<file path="src/rtl/ser_eeprom_host.sv">
module ser_eeprom_host #(
  parameter int DIV      = 4,
  parameter int GAP      = 8,
  parameter int POLL_MAX = 4096
) (
  input  logic        clk,
  input  logic        rst_n,
  input  logic        cmd_start,
  input  logic [2:0]  cmd_op,
  input  logic        cmd_wide,
  input  logic [6:0]  cmd_addr,
  input  logic [15:0] cmd_wdata,
  input  logic [3:0]  cmd_len,
  output logic        cmd_done,
  output logic        cmd_err,
  output logic        rd_vld,
  output logic [15:0] rd_data,
  output logic        ee_cs,
  output logic        ee_sk,
  output logic        ee_di,
  input  logic        ee_do
);
  localparam int PHW = $clog2(2 * DIV) + 1;
  localparam int GW  = $clog2(GAP + 1) + 1;
  localparam int PW  = $clog2(POLL_MAX + 1) + 1;
  localparam logic [PHW-1:0] PH_HI  = PHW'(DIV);
  localparam logic [PHW-1:0] PH_END = PHW'(2 * DIV - 1);

  typedef enum logic [1:0] {S_IDLE, S_SHIFT, S_GAP, S_POLL} st_t;
  st_t st;

  logic [PHW-1:0] ph;
  logic [8:0]     bidx, nbits;
  logic [4:0]     hdr, dwq, wbit;
  logic [25:0]    frame;
  logic [15:0]    rx;
  logic           is_rd, is_prog, polled, err_q;
  logic [GW-1:0]  gcnt;
  logic [PW-1:0]  pcnt;

  logic [1:0]  opc, code;
  logic        ext, has_data, rd_op, prog_op;
  logic [4:0]  hdrn, dw;
  logic [5:0]  a16;
  logic [6:0]  a8;
  logic [8:0]  nb;
  logic [25:0] fr;

  always_comb begin
    case (cmd_op)
      3'd0:    opc = 2'b10;
      3'd1:    opc = 2'b01;
      3'd2:    opc = 2'b11;
      default: opc = 2'b00;
    endcase
    case (cmd_op)
      3'd3:    code = 2'b11;
      3'd5:    code = 2'b10;
      3'd6:    code = 2'b01;
      default: code = 2'b00;
    endcase
    ext      = cmd_op >= 3'd3;
    has_data = (cmd_op == 3'd1) || (cmd_op == 3'd6);
    rd_op    = cmd_op == 3'd0;
    prog_op  = (cmd_op == 3'd1) || (cmd_op == 3'd2) || (cmd_op == 3'd5) || (cmd_op == 3'd6);
    hdrn     = cmd_wide ? 5'd9 : 5'd10;
    dw       = cmd_wide ? 5'd16 : 5'd8;
    a16      = ext ? {code, 4'b0} : cmd_addr[5:0];
    a8       = ext ? {code, 5'b0} : cmd_addr;
    nb = 9'(hdrn) + (has_data ? 9'(dw) : 9'd0)
       + (rd_op ? 9'(dw) * (9'(cmd_len) + 9'd1) : 9'd0);
    fr = cmd_wide ? {1'b1, opc, a16, cmd_wdata, 1'b0}
                  : {1'b1, opc, a8, cmd_wdata[7:0], 8'b0};
  end

  assign ee_sk = (st == S_SHIFT) && (ph >= PH_HI);
  assign ee_di = (st == S_SHIFT) && frame[25];

  wire [15:0] rx_nxt = {rx[14:0], ee_do};

  always_ff @(posedge clk or negedge rst_n) begin
    if (!rst_n) begin
      st <= S_IDLE; ph <= '0; bidx <= '0; nbits <= '0; hdr <= '0; dwq <= '0;
      wbit <= '0; frame <= '0; rx <= '0; is_rd <= 1'b0; is_prog <= 1'b0;
      polled <= 1'b0; err_q <= 1'b0; gcnt <= '0; pcnt <= '0;
      ee_cs <= 1'b0; cmd_done <= 1'b0; cmd_err <= 1'b0; rd_vld <= 1'b0; rd_data <= '0;
    end else begin
      cmd_done <= 1'b0;
      cmd_err  <= 1'b0;
      rd_vld   <= 1'b0;
      case (st)
        S_IDLE: if (cmd_start) begin
          frame <= fr; nbits <= nb; hdr <= hdrn; dwq <= dw;
          is_rd <= rd_op; is_prog <= prog_op;
          polled <= 1'b0; err_q <= 1'b0; wbit <= '0; bidx <= '0; ph <= '0;
          ee_cs <= 1'b1; st <= S_SHIFT;
        end
        S_SHIFT: begin
          if (ph == PH_END) begin
            ph    <= '0;
            frame <= {frame[24:0], 1'b0};
            bidx  <= bidx + 9'd1;
            if (is_rd && bidx >= 9'(hdr)) begin
              rx <= rx_nxt;
              if (wbit == dwq - 5'd1) begin
                wbit    <= '0;
                rd_vld  <= 1'b1;
                rd_data <= (dwq == 5'd16) ? rx_nxt : {8'h00, rx_nxt[7:0]};
              end else begin
                wbit <= wbit + 5'd1;
              end
            end
            if (bidx == nbits - 9'd1) begin
              st <= S_GAP; gcnt <= '0; ee_cs <= 1'b0;
            end
          end else begin
            ph <= ph + 1'b1;
          end
        end
        S_GAP: begin
          gcnt <= gcnt + 1'b1;
          if (gcnt == GW'(GAP - 1)) begin
            if (is_prog && !polled) begin
              st <= S_POLL; pcnt <= '0; ee_cs <= 1'b1;
            end else begin
              st <= S_IDLE; cmd_done <= 1'b1; cmd_err <= err_q;
            end
          end
        end
        S_POLL: begin
          pcnt <= pcnt + 1'b1;
          if (pcnt >= PW'(DIV) && ee_do) begin
            polled <= 1'b1; st <= S_GAP; gcnt <= '0; ee_cs <= 1'b0;
          end else if (pcnt == PW'(POLL_MAX)) begin
            err_q <= 1'b1; polled <= 1'b1; st <= S_GAP; gcnt <= '0; ee_cs <= 1'b0;
          end
        end
        default: st <= S_IDLE;
      endcase
    end
  end

  logic [GW-1:0]  cs_lo;
  logic [PHW:0]   sk_hi, sk_lo;
  always_ff @(posedge clk or negedge rst_n) begin
    if (!rst_n) begin
      cs_lo <= GW'(GAP); sk_hi <= '0; sk_lo <= (PHW+1)'(DIV);
    end else begin
      if (ee_cs) cs_lo <= '0;
      else if (cs_lo != GW'(GAP)) cs_lo <= cs_lo + 1'b1;
      sk_hi <= ee_sk ? sk_hi + 1'b1 : '0;
      if (ee_sk || !ee_cs) sk_lo <= '0;
      else if (sk_lo != (PHW+1)'(DIV)) sk_lo <= sk_lo + 1'b1;
    end
  end

  a_r4_sk_needs_cs: assert property (@(posedge clk) disable iff (!rst_n) ee_sk |-> ee_cs);
  a_r4_di_stable:   assert property (@(posedge clk) disable iff (!rst_n) (ee_sk && $past(ee_sk)) |-> $stable(ee_di));
  a_r4_sk_high:     assert property (@(posedge clk) disable iff (!rst_n) $fell(ee_sk) |-> sk_hi == (PHW+1)'(DIV));
  a_r4_sk_low:      assert property (@(posedge clk) disable iff (!rst_n) $rose(ee_sk) |-> sk_lo == (PHW+1)'(DIV));
  a_r5_cs_gap:      assert property (@(posedge clk) disable iff (!rst_n) $rose(ee_cs) |-> cs_lo == GW'(GAP));
  a_r11_done_pulse: assert property (@(posedge clk) disable iff (!rst_n) cmd_done |=> !cmd_done);
  a_r9_err_on_done: assert property (@(posedge clk) disable iff (!rst_n) cmd_err |-> cmd_done);
endmodule

</file>
<file path="config.mk">
export PLATFORM = sky130hd
export DESIGN_NAME = ser_eeprom_host
export DESIGN_NICKNAME = d
export VERILOG_FILES = /design/src/rtl/ser_eeprom_host.sv
export SDC_FILE = /design/constraint.sdc
export NUM_CORES = 1
export LEC_CHECK = 0
export ABC_AREA = 1
export BUFFER_PORTS_ARGS = -buffer_cell sky130_fd_sc_hd__buf_2
export CAP_MARGIN = 20
export CELL_PAD_IN_SITES_DETAIL_PLACEMENT = 2
export CELL_PAD_IN_SITES_GLOBAL_PLACEMENT = 2
export CORE_MARGIN = 8
export CORE_UTILIZATION = 32
export CTS_CLUSTER_SIZE = 25
export DETAILED_ROUTE_END_ITERATION = 16
export PLACE_DENSITY = 0.76
export SLEW_MARGIN = 10
export SYNTH_ARGS = -nofsm -noshare
export SYNTH_HDL_FRONTEND = slang
export SYNTH_SLANG_ARGS = --single-unit
</file>
<file path="constraint.sdc">
create_clock -name clk -period 1.7 [get_ports clk]
set_input_delay 0.17 -clock clk [delete_from_list [all_inputs] [get_ports clk]]
set_output_delay 0.17 -clock clk [all_outputs]
set_load 0.05 [all_outputs]
</file>
-- Word level (Yosys, flattened, before mapping)
Cells that the tools add are included.
- register bits after elaboration: 123
- input port bits: 35
- output and inout port bits: 22
- $add $sub $neg: 10
- multipliers: 1
- $lt $le $gt $ge: 4
- eq/ne operators: 23
- mux-type cells: 64
- reduce and logical (&&, ||, !) cells: 28
- operators with widths (kind ; count):
    two-way mux 26 bit ; 2
    case mux 26 bit (2 select lines) ; 1
    two-way mux 5 bit ; 10
    two-way mux 14 bit ; 2
    case mux 14 bit (2 select lines) ; 1
    two-way mux 9 bit ; 3
    two-way mux 23 bit ; 1
    two-way mux 1 bit ; 21
    case mux 9 bit (2 select lines) ; 1
    two-way mux 16 bit ; 1
    two-way mux 2 bit ; 8
    AND reduction 4 bit ; 4
    case mux 5 bit (3 select lines) ; 1
    adder 14 x 1 -> 14 bit (second input constant) ; 1
    equality test 14 x 13 -> 1 bit (second input constant) ; 1
    >= comparator 14 x 3 -> 1 bit (second input constant) ; 1
    case mux 2 bit (3 select lines) ; 2
    AND reduction 3 bit ; 4
    adder 5 x 1 -> 5 bit (second input constant) ; 2
    != test 2 bit (second input constant) ; 5
    case mux 5 bit (2 select lines) ; 1
    adder 6 x 9 -> 9 bit ; 1
    adder 9 x 1 -> 9 bit (second input constant) ; 1
    equality test 9 bit ; 1
    other kinds (37) ; 54

-- Depth between registers and ports, before layout
- word-level depth: 6
- mapped depth: 17
- depth with buffers taken out: 17

-- Worst setup path before layout
OpenSTA, ideal clock, no wires.
- kind: input-to-reg
- from: in cmd_wide
- to: reg nbits[8]
- library setup time: 0.118 ns
- arrival time: 2.100 ns
- data required time: 1.582 ns
- slack: -0.518 ns
- stages on the path: 15
- buffers on the path: 2
- path through: buf_2 -> clkbuf_1 -> nor2_1 -> a211oi_1 -> ha_1 -> ha_1 -> fa_1 -> inv_1 -> nor2_1 -> inv_1 -> nor2_1 -> inv_1 -> nand2_1 -> nand3_1 -> nand2_1
- word-level cells in the longest chain between the ends: 4
- elaborated cells between the ends (all ways): 7
- classes of those cells: 2 x add/sub; 1 x mul; 4 x mux
- RTL lines (what ; RTL line ; source):
    from (decl) ; 10 ; input logic cmd_wide,
    two-way mux 5 bit ; 67 ; dw = cmd_wide ? 5'd16 : 5'd8;
    multiplier 5 x 5 -> 9 bit / two-way mux 5 bit (equally long branches) ; 71, 70 ;
    two-way mux 9 bit / adder 4 x 5 -> 6 bit (equally long branches) ; 71, 70 ;
    adder 6 x 9 -> 9 bit (*) ; 71 ; + (rd_op ? 9'(dw) * (9'(cmd_len) + 9'd1) : 9'd0);
    to (signal assigned) ; 93 ; frame <= fr; nbits <= nb; hdr <= hdrn; dwq <= dw;
    to (decl) ; 33 ; logic [8:0] bidx, nbits;
Mark *: on every way between the ends. The rest lies on a longest branch, timed or not.
A chain may end at the register's enable or synchronous reset.

==> impl_metrics.env <==
export IMPL_n_antenna_cell=0
export IMPL_start_util_pct=32.64
export IMPL_cts_made_buffers=9
export IMPL_critPathRequiredTime_ns=1.94
export IMPL_power_per_cell_area_mw_per_mm2=1303
export IMPL_numPortBuffers=56
export IMPL_netlist_cell_type_count=45
export IMPL_netlist_top_cell_by_area="sky130_fd_sc_hd__dfrtp_1"
export IMPL_first_pass_grt_wire_length_mm=35.15
export IMPL_finalCritPeriodShare_pct=125.3
export IMPL_drc=0
export IMPL_ioPinCount=57
export IMPL_floorplan_die_width_um=154.1
export IMPL_final_core_utilization_pct=45.65
export IMPL_first_global_vias=6898
export IMPL_fp_row_count=50
export IMPL_detailed_place_hpwl_mm=15.19
export IMPL_ys_seq_elements=112
export IMPL_startpoint_of_the_most_critical_hold_path="cmd_wdata[0]"
export IMPL_clkLatencyLatePin_ns=0.36
export IMPL_skew_ns=0.01256
export IMPL_critical_path_top_delay_family="buffers and inverters"
export IMPL_cpMaxStageDelayCell="sky130_fd_sc_hd__dfrtp_1"
export IMPL_die_area_mm2=0.02376
export IMPL_min_delay_path_depth=2
export IMPL_layout_min_cycle_time_ns=2.130
export IMPL_setup_tns_final_ns=-15.43
export IMPL_post_place_cells=1117
export IMPL_yosysWarnings=0
export IMPL_cts_tree="yes"
export IMPL_hp_class="in2reg"
export IMPL_initial_antenna_violation_count=0
export IMPL_finalNonFillerCells=1159
export IMPL_grt_util_all_layers_pct=18.12
export IMPL_htree_levels=3
export IMPL_grt_overflow_total=0
export IMPL_multi_input_comb_area_mm2=0.003486
export IMPL_min_delay_worst_endpoint="frame[1]"
export IMPL_hold_viol_final=0
export IMPL_totalWireLength_mm=24.86
export IMPL_drt_iter0_markers=176
export IMPL_post_synth_cell_area_avg_um2=7.919
export IMPL_maxClockFrequency_mhz=469.5
export IMPL_rsz0062_at_grt="yes"
export IMPL_status="complete, but fails checks"
export IMPL_timing_max_transition_violations_final=0
export IMPL_max_cap_viol_count=0
export IMPL_average_wire_length_per_cell_after_detail_routing_um=21.45
export IMPL_worstSetupPathType="reg2reg"
export IMPL_critical_path_arrival_ns=2.37
export IMPL_path_max_fanout=6
export IMPL_syn_area_mm2=0.006106
export IMPL_synth_seq_area_share_pct=45.90
export IMPL_drt_antenna_violating_nets=0
export IMPL_regToRegSetupSlack_ns=-0.43
export IMPL_end_kind="register"
export IMPL_cts_root_cell="sky130_fd_sc_hd__clkbuf_16"
export IMPL_worst_hold_slack_ns=0.08136
export IMPL_worst_setup_path_start_kind="register"
export IMPL_cts_num_sinks=112
export IMPL_crit_top_cell="sky130_fd_sc_hd__nand2_2"
export IMPL_slowest_delay_ns=0.38
export IMPL_violations_in_the_final_reports="negative setup slack"
export IMPL_post_layout_total_power_mw=11.13
export IMPL_worstRegToRegCells=14
export IMPL_postLayoutSetupSlackWorst_ns=-0.4301
export IMPL_leakage_nw=4.124
export IMPL_finalNetCount=979
export IMPL_worstPathCellList="inv_2 > buf_4 > buf_6 > ha_4 > o21ai_2 > nand2_2 > nand2_2 > nand3_4 > nand3_4 > nor2_4 > clkinv_4 > clkbuf_16 > nand2_2 > o21ai_1"
export IMPL_path_clk_slew_ns=0.08
export IMPL_core_region_area_mm2=0.01871
export IMPL_cp_buffers_inverters=5
export IMPL_power_ir_vdd_worst_mv=0.6021
export IMPL_critical_path_reg2reg_endpoint="rd_data[9]"
export IMPL_drive_above_1_share_pct=35.03
export IMPL_num_fill_cells=2054
export IMPL_r2r_start="nbits[1]"
export IMPL_vias=6037
export IMPL_gp_congestion=0.7902
export IMPL_avgViaCountPerCell=5.209
export IMPL_max_slew_worst_pin_slew_ns=0.4904
export IMPL_synth_net_count=830
export IMPL_syn_instance_count=771
export IMPL_yosys_area_top_type_share_pct=45.90
export IMPL_maximum_number_of_pins_on_one_net_before_global_route_repair=44
export IMPL_die_height_um=154.1
export IMPL_slew_headroom_pct=66.96
export IMPL_register_area_mm2=0.002805
export IMPL_post_synth_main_area_contributors="sky130_fd_sc_hd__dfrtp_1 (46%), sky130_fd_sc_hd__nand2_1 (13%), sky130_fd_sc_hd__inv_1 (4.9%), sky130_fd_sc_hd__ha_1 (4.7%), sky130_fd_sc_hd__o21ai_0 (4.6%)"
export IMPL_detail_route_first_pass_iterations=4
export IMPL_area_growth_synth_to_final_pct=39.86
export IMPL_setup_viol=63
export IMPL_cts_buffer_depth=2
## cells in the final DEF (no fill, tap or decap), types with 4 or more instances in the layout
master                      netlist  final
sky130_fd_sc_hd__nand2_1        218    185
sky130_fd_sc_hd__dfrtp_1        112    110
sky130_fd_sc_hd__buf_4            1     81
sky130_fd_sc_hd__inv_1           79     65
sky130_fd_sc_hd__nor2_1          66     51
sky130_fd_sc_hd__buf_2            5     49
sky130_fd_sc_hd__nand3_1         51     43
sky130_fd_sc_hd__o21ai_0         56     33
sky130_fd_sc_hd__a21oi_1         31     24
sky130_fd_sc_hd__o21ai_2          7     20
sky130_fd_sc_hd__nand2_2          2     19
sky130_fd_sc_hd__nand2_4          3     18
sky130_fd_sc_hd__o21ai_1          8     18
sky130_fd_sc_hd__buf_6            1     14
sky130_fd_sc_hd__clkbuf_16        0     13
sky130_fd_sc_hd__o211ai_1        12     12
sky130_fd_sc_hd__inv_2            5     11
sky130_fd_sc_hd__ha_4             0     11
sky130_fd_sc_hd__nor2_4           2     10
sky130_fd_sc_hd__ha_1            23     10
sky130_fd_sc_hd__nor2_2           2      9
sky130_fd_sc_hd__nand4_1          8      8
sky130_fd_sc_hd__a21oi_2          1      7
sky130_fd_sc_hd__nor3_1          11      7
sky130_fd_sc_hd__nand3_4          3      6
sky130_fd_sc_hd__or2_2            6      6
sky130_fd_sc_hd__xor2_1           6      6
sky130_fd_sc_hd__a31oi_1          6      6
sky130_fd_sc_hd__xnor2_1          6      5
sky130_fd_sc_hd__nand3_2          0      5
sky130_fd_sc_hd__buf_12           0      5
sky130_fd_sc_hd__nor3_2           2      4
sky130_fd_sc_hd__o22ai_1          4      4
## area by class of cell
cell class | count | area share [%]
Inverter | 85 | 4.190
Multi-Input combinational cell | 554 | 40.82
Timing Repair Buffer | 158 | 15.15
Clock buffer | 10 | 2.681
Sequential cell | 112 | 32.85
Clock inverter | 6 | 0.8791
Tap cell | 234 | 3.429
## logic make-up (layout without fill, tap and decap cells)
kind of cell | after synthesis | count (layout) | synth area share [%]
and+or+nand+nor | 380 | 380 | 27.42
AOI/OAI and AO/OA | 137 | 137 | 13.12
DFF | 112 | 112 | 45.90
buffers and inverters | 105 | 259 | 6.742
adders and majority gates | 24 | 24 | 5.041
xor gates and xnor gates | 12 | 12 | 1.721
other | 1 | 1 | 0.06142
## cells in the mapped netlist, drive strengths merged
cell type and instances:
nand2 223, dfrtp 112, inv 84, nor2 71
o21ai 71, nand3 54, a21oi 32, ha 23
clkbuf 13, nor3 13, o211ai 12, nand4 8
buf 7, a31oi 6, or2 6, xnor2 6
xor2 6, o22ai 4, nor3b 3, o2111ai 3
a22o 2, a31o 2, a211oi 1, clkinv 1
conb 1, fa 1, nand3b 1, nor4 1
o21a 1, o21bai 1, o221a 1, o31ai 1
## what timing repair did
action	4_1_cts	5_1_grt
gates cloned	1	4
endpoints found under the setup margin	80	82
buffers inserted	6	16
hold buffers	1	0
pin swaps	18	40
endpoints found under the hold margin	23	0
resized for setup	75	121
## sequential cells by signal, indices dropped and copies added (netlist names), 2 cells and up
signal   flops
bidx         9
nbits        8
frame       25
wbit         5
ph           4
rx          15
rd_data     16
pcnt        14
st           2
gcnt         5
## metal layers
metal	wire length [um]	share of wire [%]	global-route usage [%]
met5	0	0	0
met4	466	1.9	4.573
met3	552	2.2	3.223
met2	13830	56	35.15
met1	10000	40	19.79
## worst max-delay path by stage
stage	startpoint	end	depth (start not counted)
after floorplan	cmd_wide	nbits[8]	14
after global placement	cmd_len[1]	nbits[8]	15
after detailed placement	cmd_op[0]	nbits[8]	18
after CTS	nbits[1]	gcnt[4]	14
after global routing	nbits[0]	ee_cs	16
final	nbits[1]	rd_data[9]	14
## report_power, final
part / internal (mW) / switching (mW)
clock: 1.17 / 1.10
sequential: 3.33 / 0.676
combinational: 1.92 / 2.94
## worst register-to-register path, cell delays in order (launching register included)
cell                        delay [ns]
sky130_fd_sc_hd__dfrtp_1          0.38
sky130_fd_sc_hd__inv_2            0.07
sky130_fd_sc_hd__buf_4            0.13
sky130_fd_sc_hd__buf_6            0.12
sky130_fd_sc_hd__ha_4             0.27
sky130_fd_sc_hd__o21ai_2          0.07
sky130_fd_sc_hd__nand2_2          0.09
sky130_fd_sc_hd__nand2_2          0.08
sky130_fd_sc_hd__nand3_4          0.08
sky130_fd_sc_hd__nand3_4          0.10
sky130_fd_sc_hd__nor2_4           0.17
sky130_fd_sc_hd__clkinv_4         0.13
sky130_fd_sc_hd__clkbuf_16        0.19
sky130_fd_sc_hd__nand2_2          0.06
sky130_fd_sc_hd__o21ai_1          0.07
## stage by stage
stage,cell area [um^2],setup slack (ns)
after global placement,7298,-0.4335
after CTS,7933,-0.2529
after global routing,8539,-0.5303
final,8539,-0.4301
after floorplan,6236,-0.1975
after detailed placement,7298,-0.5480
(Power assumes the default switching activity.)
